`config.mk`:
```
export PLATFORM = sky130hd
export DESIGN_NAME = startCountSequencer
export DESIGN_NICKNAME = d
export VERILOG_FILES = /design/src/rtl/seqPkg.sv /design/src/rtl/seqControl.sv /design/src/rtl/seqDatapath.sv /design/src/rtl/startCountSequencer.sv
export SDC_FILE = /design/constraint.sdc
export NUM_CORES = 1
export LEC_CHECK = 0
export CAP_MARGIN = 0
export CORE_AREA = 10 10 47 49
export DETAILED_ROUTE_END_ITERATION = 6
export DIE_AREA = 0 0 57 59
export DONT_BUFFER_PORTS = 1
export PLACE_DENSITY = 0.48
export SETUP_SLACK_MARGIN = 0.3
export SLEW_MARGIN = 20
export SYNTH_ARGS = -nofsm -noshare
export SYNTH_HDL_FRONTEND = slang
export SYNTH_SLANG_ARGS = --single-unit
export TNS_END_PERCENT = 100
```
`constraint.sdc`:
```
create_clock -name clk -period 1.5 [get_ports clk]
set_input_delay 0.15 -clock clk [delete_from_list [all_inputs] [get_ports clk]]
set_output_delay 0.15 -clock clk [all_outputs]
set_load 0.02 [all_outputs]
```
`src/rtl/seqPkg.sv`:
```
package seqPkg;

  typedef enum logic [1:0] {
    ST_IDLE  = 2'b00,
    ST_COUNT = 2'b01,
    ST_DONE  = 2'b11
  } seqState_e;

  typedef struct packed {
    logic clearRun;
    logic bumpCount;
    logic trackE;
    logic raiseF;
  } strobe_t;

endpackage

```
`src/rtl/seqControl.sv`:
```
module seqControl
  import seqPkg::*;
(
  input  logic      clk,
  input  logic      rstN,
  input  logic      start,
  input  logic      stopHit,
  output seqState_e curState,
  output strobe_t   cmd
);

  seqState_e nextState;

  always_ff @(posedge clk or negedge rstN) begin
    if (!rstN) curState <= ST_IDLE;
    else       curState <= nextState;
  end

  always_comb begin
    cmd       = '0;
    nextState = ST_IDLE;
    case (curState)
      ST_IDLE: begin
        if (start) begin
          cmd.clearRun = 1'b1;
          nextState    = ST_COUNT;
        end else begin
          nextState = ST_IDLE;
        end
      end
      ST_COUNT: begin
        cmd.bumpCount = 1'b1;
        cmd.trackE    = 1'b1;
        nextState     = stopHit ? ST_DONE : ST_COUNT;
      end
      ST_DONE: begin
        cmd.raiseF = 1'b1;
        nextState  = ST_IDLE;
      end
      default: nextState = ST_IDLE; // unused code 10 recovers to idle
    endcase
  end

endmodule

```
`src/rtl/seqDatapath.sv`:
```
module seqDatapath
  import seqPkg::*;
#(
  parameter int WIDTH = 4
) (
  input  logic             clk,
  input  logic             rstN,
  input  strobe_t          cmd,
  output logic [WIDTH-1:0] count,
  output logic             flagE,
  output logic             flagF,
  output logic             stopHit
);

  localparam int TOP_BIT = WIDTH - 1;
  localparam int SUB_BIT = WIDTH - 2;

  always_ff @(posedge clk or negedge rstN) begin
    if (!rstN)              count <= '0;
    else if (cmd.clearRun)  count <= '0;
    else if (cmd.bumpCount) count <= count + WIDTH'(1);
  end

  always_ff @(posedge clk or negedge rstN) begin
    if (!rstN)           flagE <= 1'b0;
    else if (cmd.trackE) flagE <= count[SUB_BIT];
  end

  always_ff @(posedge clk or negedge rstN) begin
    if (!rstN)             flagF <= 1'b0;
    else if (cmd.clearRun) flagF <= 1'b0;
    else if (cmd.raiseF)   flagF <= 1'b1;
  end

  assign stopHit = count[TOP_BIT] & count[SUB_BIT];

endmodule

```
`src/rtl/startCountSequencer.sv`:
```
module startCountSequencer
  import seqPkg::*;
#(
  parameter int WIDTH = 4
) (
  input  logic             clk,
  input  logic             rstN,
  input  logic             start,
  output logic [WIDTH-1:0] count,
  output logic             flagE,
  output logic             flagF,
  output logic [1:0]       state
);

  seqState_e curState;
  strobe_t   cmd;
  logic      stopHit;

  seqControl u_ctrl (
    .clk      (clk),
    .rstN     (rstN),
    .start    (start),
    .stopHit  (stopHit),
    .curState (curState),
    .cmd      (cmd)
  );

  seqDatapath #(.WIDTH(WIDTH)) u_dp (
    .clk     (clk),
    .rstN    (rstN),
    .cmd     (cmd),
    .count   (count),
    .flagE   (flagE),
    .flagF   (flagF),
    .stopHit (stopHit)
  );

  assign state = curState;

endmodule

```
Word level (Yosys, flattened, before mapping)

Index checks and enable logic that the tools add are counted.

Output and inout port bits: 8
Register bits after elaboration: 8
Logic and storage cells: 22

Bitwise gates (word level): 1
Reductions and logical operators: 3
Eq/ne operators: 2
$add $sub $neg: 1
Muxes and demuxes: 11

Operators with widths:

| cell                                                                  | count |
|---|---|
| 4-bit 2-to-1 mux                                                      | 2 |
| 1-bit 2-to-1 mux                                                      | 6 |
| 4-bit by 1-bit adder with 4-bit output, second input constant         | 1 |
| 2-bit 2-to-1 mux                                                      | 2 |
| 2-bit one-hot mux with 2 select lines                                 | 1 |
| 2-bit nonzero test                                                    | 2 |
| 2-bit by 1-bit equality test with 1-bit output, second input constant | 1 |
| 2-bit equality test, second input constant                            | 1 |
| 2-bit logical NOT                                                     | 1 |
| 1-bit AND                                                             | 1 |

Logic depth before layout (Yosys ltp)

Gate-level depths: netlist (run 1).

Word-level depth: 4
Gate-level depth with buffers: 4

Cells and area by module

A second synthesis (run 1) with hierarchy kept.

Cell total of the unflattened synthesis: 30
Area total of the unflattened synthesis: 369.1 µm²

Modules (own cells, without submodules):

| module      | cells an instance | area each (µm²) | instances | sequential area each (µm²) |
|---|---|---|---|---|
| seqDatapath | 22                | 267.8           | 1         | 150.1 |
| seqControl  | 8                 | 101.3           | 1         | 50.0 |

Worst setup path after synthesis (run 1)

No wires, ideal clock.

Path type: register to register
Start: register u_dp.count[0]
End: register u_dp.count[2]
Period minus slack after synthesis: 1,292 ps
Data arrival time: 1,171 ps
Path slack: 208 ps
Required time: 1,379 ps
Stages on the path, launching flop included: 4
Library setup time: 121 ps
Path buffers: 0
Path through: dfrtp_1 -> ha_1 -> mux2_2 -> a22o_1

Word-level cells in the longest chain between the ends: 3

Ends and longest elaborated chain:

| item                                   | RTL line          | text |
|---|---|---|
| start: declaration                     | seqDatapath.sv:9  | `output logic [WIDTH-1:0] count,` |
| start signal: assignment               | seqDatapath.sv:21 | `else if (cmd.bumpCount) count <= count + WIDTH'(1);` |
| 4-bit by 1-bit adder with 4-bit output | seqDatapath.sv:21 |  |
| 4-bit 2-to-1 mux                       | seqDatapath.sv:21 |  |
| 4-bit 2-to-1 mux                       | seqDatapath.sv:20 | `else if (cmd.clearRun) count <= '0;` |

Every way passes these cells. The select of a mux whose other input is x is not followed.
A chain may end at the register's enable or synchronous reset.

Worst setup path after layout (run 1)

Same ends and word-level chain as after synthesis.

==> results of run 1 <==
## sequential cells by signal (all words and copies together) (netlist names)
name,cells
u_dp.flagF,1
u_ctrl.curState,2
u_dp.flagE,1
u_dp.count,4
## per-layer routing
| layer | GRT usage | wire [um] | vias up |
|---|---|---|---|
| li1 | - | - | 120 |
| met1 | 0.0424 | 269 | 116 |
| met2 | 0.0667 | 346 | 8 |
| met3 | 0.0536 | 126 | 0 |
| met4 | 0.0503 | 0 | 0 |
| met5 | 0 | 0 | - |
## critical path, cell delays in order (launching register included)
cell and delay (ns):
dfrtp_2 0.48, ha_4 0.16, mux2_2 0.31, a22o_1 0.17
## power by group through the flow
stage	logic, mW	clock network [mW]	registers (mW)
after floorplan	0.300	0	0.583
after global placement	0.421	0	0.587
after detailed placement	0.430	0	0.591
after CTS	0.483	0.185	0.589
after global routing	0.521	0.204	0.612
final	0.474	0.176	0.581
## cell type report
| class | count | area [sq um] |
|---|---|---|
| fillers | 145 | 961 |
| multi-input cells | 20 | 154 |
| flip-flops and latches | 8 | 204 |
| repair buffers | 4 | 32.5 |
| clock buffers | 4 | 26.3 |
| inverters | 1 | 3.75 |
| well taps | 16 | 20.0 |
## path summary, 6_finish.rpt
kind                                                    from                      endpoint
worst min-delay path                                   start        u_dp.flagF$_DFFE_PN0P_
worst max register to register     u_dp.count[0]$_DFFE_PN0P_     u_dp.count[2]$_DFFE_PN0P_
worst max-delay path               u_dp.count[0]$_DFFE_PN0P_     u_dp.count[2]$_DFFE_PN0P_
min in group asynchronous                               rstN     u_dp.count[2]$_DFFE_PN0P_
max in group asynchronous                               rstN  u_ctrl.curState[1]$_DFF_PN0_
worst min register to register  u_ctrl.curState[0]$_DFF_PN0_     u_dp.count[2]$_DFFE_PN0P_
## cell usage after synthesis
| cell type | n | share of area |
|---|---|---|
| a21oi_1 | 2 | 0.029 |
| a22o_1 | 2 | 0.051 |
| a31oi_1 | 1 | 0.018 |
| a41oi_1 | 1 | 0.026 |
| and2b_4 | 1 | 0.029 |
| and3_2 | 1 | 0.022 |
| dfrtp_1 | 8 | 0.59 |
| ha_1 | 1 | 0.037 |
| inv_2 | 1 | 0.011 |
| mux2_2 | 2 | 0.066 |
| nand2_1 | 1 | 0.011 |
| nand2b_1 | 1 | 0.018 |
| nand3_1 | 1 | 0.015 |
| nor2_1 | 5 | 0.055 |
| or2_4 | 1 | 0.026 |
## metrics by stage
stage | worst slack (ns) | cells | hold slack [ns]
final | 0.265 | 53 | 0.149
after global routing | 0.226 | 53 | 0.163
after CTS | 0.260 | 53 | 0.150
after detailed placement | 0.269 | 47 | -0.145
after global placement | 0.274 | 47 | -0.145
after floorplan | 0.306 | 29 | -0.146
## logic make-up after synthesis
kind of cell	after synthesis
simple gates	11
flops	8
compound gates	6
mux	2
buf+inv	1
fa+ha+maj	1
## repair_timing
action | CTS | global route
setup endpoints to repair | 2 | 3
cloned | 0 | 0
gates resized for setup | 1 | 0
hold buffers | 1 | 0
endpoints found under the hold margin | 8 | 0
setup buffers | 1 | 0
pin swaps | 0 | 0
==> reports/qor.yml, run 1 <==
status:
  status: "complete, no violations"
clock_network:
  cts_tree: "built"
  numCtsBuffers: 3
  clk_pin_slew_worst_paths_ns: 0.06
  cts_htree_levels: 1
  cts.sink_count: 8
  clock-root-buffer: "clkbuf_4"
  cts_max_path_buffers: 2
  clk-insertion-delay-late_ns: 0.25
route:
  finalWirelength_um: 743
  wire_per_inst_um: 14.0
  dr.pass1.iters: 3
  ant_nets: 0
  drt_iter0_drc: 3
  via_count: 244
  remaining_drc_errors: 0
  vias_per_cell: 4.60
floorplan:
  ios: 11
  rows: 14
  initial_utilization: 0.244
  die_x_um: 57
  die_h_um: 59
  coreArea_sq_um: 1400
  fp.dieArea_sq_um: 3360
final_layout:
  area_growth_pct: 28.9
  fin_nets: 42
  fin_area_sq_um: 440
  antenna_cells: 0
  utilization: 0.314
  drive_above_1_share: 0.432
  final_cell_mix: "5 x nor2_1, 5 x dfrtp_1, 3 x clkbuf_4, 3 x buf_4, 3 x dfrtp_2"
timing:
  finalSetupTns_ns: 0
  finalCritPeriodShare: 0.823
  hold_violations: 0
  fmaxAchievable_mhz: 810
  tightestPinTransition_ns: 0.381
  clock_skew_ns: 0.00789
  max-slew-margin-rel: 0.745
  setup_violations: 0
  fin_crit_ns: 1.23
  drv_slew: 0
  rsz0062_at_grt: "yes"
yosys:
  yosysUniqueCellTypes: 15
  yosysSeqAreaShare: 0.586
  synth-xor-area-share: 0
  synth_top_family_by_area: "simple AND/OR/NAND/NOR gates"
  ys.warnings.count: 0
  synth_fp_nets: 33
  synth_cells: 29
  avgSynthCellArea_sq_um: 11.8
  synth_adder_area_share: 0.0366
  synth.cell_area_sq_um: 342
  ys_ff_latch: 8
  synth_compound_area_frac: 0.125
  synthSimpleGateAreaFrac: 0.176
  synth.mux.area_fraction: 0.0659
power_and_ir_drop:
  power_density_nw_per_um2: 2790
  power.leakage_nw: 0.198
  seqPwrFrac: 0.472
  clockPowerShare: 0.143
  p_sw_frac: 0.418
  combPwrFrac: 0.385
  p_int_uw: 716
  irDropWorstVdd_mv: 0.496
  fin_total_pwr_mw: 1.23
  switchingPower_uw: 515
global_route:
  first_global_vias: 250
  grt_overflow: 0
  grt_pass1_wl_mm: 1.26
  antenna_found_initial: 0
  track_usage: 0.0513
  grt_max_degree: 9
critical_path:
  reg2regPathDepth: 3
  required_ns: 1.65
  start_kind: "flop"
  endpoint_kind: "flop"
  path_max_fanout: 6
  critPathArrivalTime_ns: 1.38
  regToRegSetupSlack_ns: 0.27
  critPathKind: "flop to flop"
placement:
  gp_congestion: 0.642
  placed_cell_area_sq_um: 393
  port_buffers: 0
min_path:
  hold_class: "input pin to flop"
  min_path_cells: 3
run:
  maxCapViolations: 0
(Power assumes the default switching activity.)
==> inputs of run 2 (changes only) <==
==> constraint.sdc (replaced) <==
create_clock -name clk -period 1.2 [get_ports clk]
set_input_delay 0.12 -clock clk [delete_from_list [all_inputs] [get_ports clk]]
set_output_delay 0.12 -clock clk [all_outputs]
set_load 0.02 [all_outputs]
==> run 2 against run 1 <==
  * Register-to-register slack worse by 0.19 ns
  * Hold slack worse by 0.045 ns
  * Cell count is 7.5% higher
  * Via count is 13% higher
  * Global-route usage is 0.66 points higher
  * Sequential share of layout area is 5.3 points lower
  * Largest power group is now combinational cells
==> reports/qor.yml, run 2 (synthesis gave the netlist of run 1 again) <==
clock_network:
  cts.sink_count: 8  # unchanged
  clock-root-buffer: "clkbuf_4"  # unchanged
  clk-insertion-delay-late_ns: 0.25  # about the same
  cts_max_path_buffers: 2  # unchanged
  clk_pin_slew_worst_paths_ns: 0.06  # about the same
  cts_htree_levels: 1  # unchanged
  numCtsBuffers: 3  # unchanged
  cts_tree: "built"  # unchanged
final_layout:
  fin_nets: 46  # was 42
  largest_register: "u_dp.count"  # unchanged
  drive_above_1_share: 0.610  # was 0.432
  antenna_cells: 0  # unchanged
  fin_area_sq_um: 503  # was 440 sq um
  top_regs: "u_dp.count x4, u_ctrl.curState x2"  # unchanged
  final_cell_mix: "5 x nor2_1, 5 x buf_4, 5 x dfrtp_2, 3 x clkbuf_4, 3 x dfrtp_1"  # was 5 x nor2_1, 5 x dfrtp_1, 3 x clkbuf_4, 3 x buf_4, 3 x dfrtp_2
  area_growth_pct: 47.3  # was 28.9%
  largest_register_ffs: 4  # unchanged
timing:
  setup_violations: 0  # unchanged
  tightestPinTransition_ns: 0.387  # was 0.381 ns
  rsz0062_at_grt: "yes"  # unchanged
  finalSetupTns_ns: 0  # unchanged
  fmaxAchievable_mhz: 888  # was 810 MHz
  drv_slew: 0  # unchanged
  max-slew-margin-rel: 0.741  # was 0.745
  fin_crit_ns: 1.13  # was 1.23 ns
  clock_skew_ns: 0.00910  # was 0.00789 ns
  hold_violations: 0  # unchanged
  finalCritPeriodShare: 0.938  # was 0.823
critical_path:
  required_ns: 1.33  # was 1.65 ns
  cp_cell_sequence: "and2b_4 > mux2_4"  # was ha_4 > mux2_2 > a22o_1
  slowest_delay_ns: 0.42  # was 0.48 ns
  r2r_start: "u_ctrl.curState[1]$_DFF_PN0_"  # was u_dp.count[0]$_DFFE_PN0P_
  critPathBufInv: 0  # unchanged
  critPathLaunch: "u_ctrl.curState[1]$_DFF_PN0_"  # was u_dp.count[0]$_DFFE_PN0P_
  endpoint_kind: "flop"  # unchanged
  critPathArrivalTime_ns: 1.26  # was 1.38 ns
  path_delay_family: "flip-flops"  # unchanged
  critPathKind: "flop to flop"  # unchanged
  crit_slowest_cell: "dfrtp_2"  # unchanged
  start_kind: "flop"  # unchanged
  path_max_fanout: 4  # was 6
min_path:
  worstHoldStart: "start"  # unchanged
  hold_class: "input pin to flop"  # unchanged
floorplan:
  fp.dieArea_sq_um: 3360  # unchanged
  coreArea_sq_um: 1400  # unchanged
  initial_utilization: 0.244  # unchanged
  rows: 14  # unchanged
  die_h_um: 59  # unchanged
  die_x_um: 57  # unchanged
  ios: 11  # unchanged
placement:
  placed_cell_area_sq_um: 424  # was 393 sq um
  dp_hpwl_um: 662
  port_buffers: 0  # unchanged
  gp_congestion: 0.800  # was 0.642
route:
  wire_per_inst_um: 15.3  # was 14.0 um
  via_count: 276  # was 244
  drt_iter0_drc: 5  # was 3
  finalWirelength_um: 870  # was 743 um
  vias_per_cell: 4.84  # was 4.60
  wl_met2_um: 404  # was 346 um
  remaining_drc_errors: 0  # unchanged
  dr.pass1.iters: 4  # was 3
  ant_nets: 0  # unchanged
  highest_layer: "met3"  # unchanged
  m1WireLength_um: 332  # was 269 um
  dr_wl_met3_um: 133  # was 126 um
global_route:
  antenna_found_initial: 0  # unchanged
  track_usage: 0.0579  # was 0.0513
  grt_overflow: 0  # unchanged
  first_global_vias: 307  # was 250
  grt_pass1_wl_mm: 1.46  # was 1.26 mm
  grt_max_degree: 9  # unchanged
status:
  status: "complete, no violations"  # unchanged
power_and_ir_drop:
  power_density_nw_per_um2: 3480  # was 2790 nW/um^2
  irDropWorstVdd_mv: 1.16  # was 0.496 mV
  power.leakage_nw: 0.219  # was 0.198 nW
run:
  maxCapViolations: 0  # unchanged
==> run 2: cell types whose count changed in the layout (fill, tap and decap cells not counted), sizes merged <==
cell | previous run | this run
buf | 3 | 7
==> run 2: final timing paths <==
kind | depth (start not counted) | end | slack, ns
min in group asynchronous | 1 | u_dp.count[2]$_DFFE_PN0P_ | 0.22
max in group asynchronous | 1 | u_dp.count[3]$_DFFE_PN0P_ | 0.67
worst max register to register | 2 | u_dp.flagE$_DFFE_PN0N_ | 0.07
worst min-delay path | 3 | u_dp.flagF$_DFFE_PN0P_ | 0.10
worst max-delay path | 2 | u_dp.flagE$_DFFE_PN0N_ | 0.07
worst min register to register | 1 | u_dp.count[3]$_DFFE_PN0P_ | 0.60
==> run 2: metrics by stage <==
step | power [mW] | utilization | hold slack, ns | cells | worst slack [ns]
after floorplan | 1.14 | - | -0.176 | 29 | 0.00643
after global placement | 1.39 | 0.303 | -0.175 | 50 | 0.0932
after detailed placement | 1.40 | 0.303 | -0.175 | 50 | 0.0718
after CTS | 1.73 | 0.345 | 0.119 | 57 | 0.0787
after global routing | 1.91 | 0.359 | 0.0989 | 57 | 0.0565
final | 1.75 | 0.359 | 0.104 | 57 | 0.0739
==> run 2: routing by layer <==
layer / up-vias / global-route usage
li1: 128 / -
met5: - / 0
met1: 134 / 0.0473
met4: 0 / 0.0302
met2: 14 / 0.0915
met3: 0 / 0.0558
==> run 2: what timing repair did <==
item	in CTS	in global routing
hold buffers	1	0
endpoints found under the hold margin	8	0
setup buffers	2	0
setup endpoints to repair	12	13
resized for setup	2	4
pin swaps	4	2
==> run 2: report_power, final <==
part	total [mW]	switching [mW]	leakage [nW]	internal, mW
clock network	0.218	0.0906	0.0150	0.127
logic	0.888	0.412	0.113	0.476
registers	0.644	0.221	0.0909	0.424
==> run 2: cell type report <==
| cell class | count | area, sq um |
|---|---|---|
| Sequential cell | 8 | 206 |
| Timing Repair Buffer | 8 | 70.1 |
| Inverter | 1 | 3.75 |
| Multi-Input combinational cell | 20 | 176 |
| Tap cell | 16 | 20.0 |
| Fill cell | 151 | 898 |
| Clock buffer | 4 | 26.3 |
==> run 2: worst min-delay path: cells and delay by family <==
family	cells	cell delay (ns)
AO/OA/AOI/OAI	1	0.05
AND/OR/NAND/NOR	2	0.13
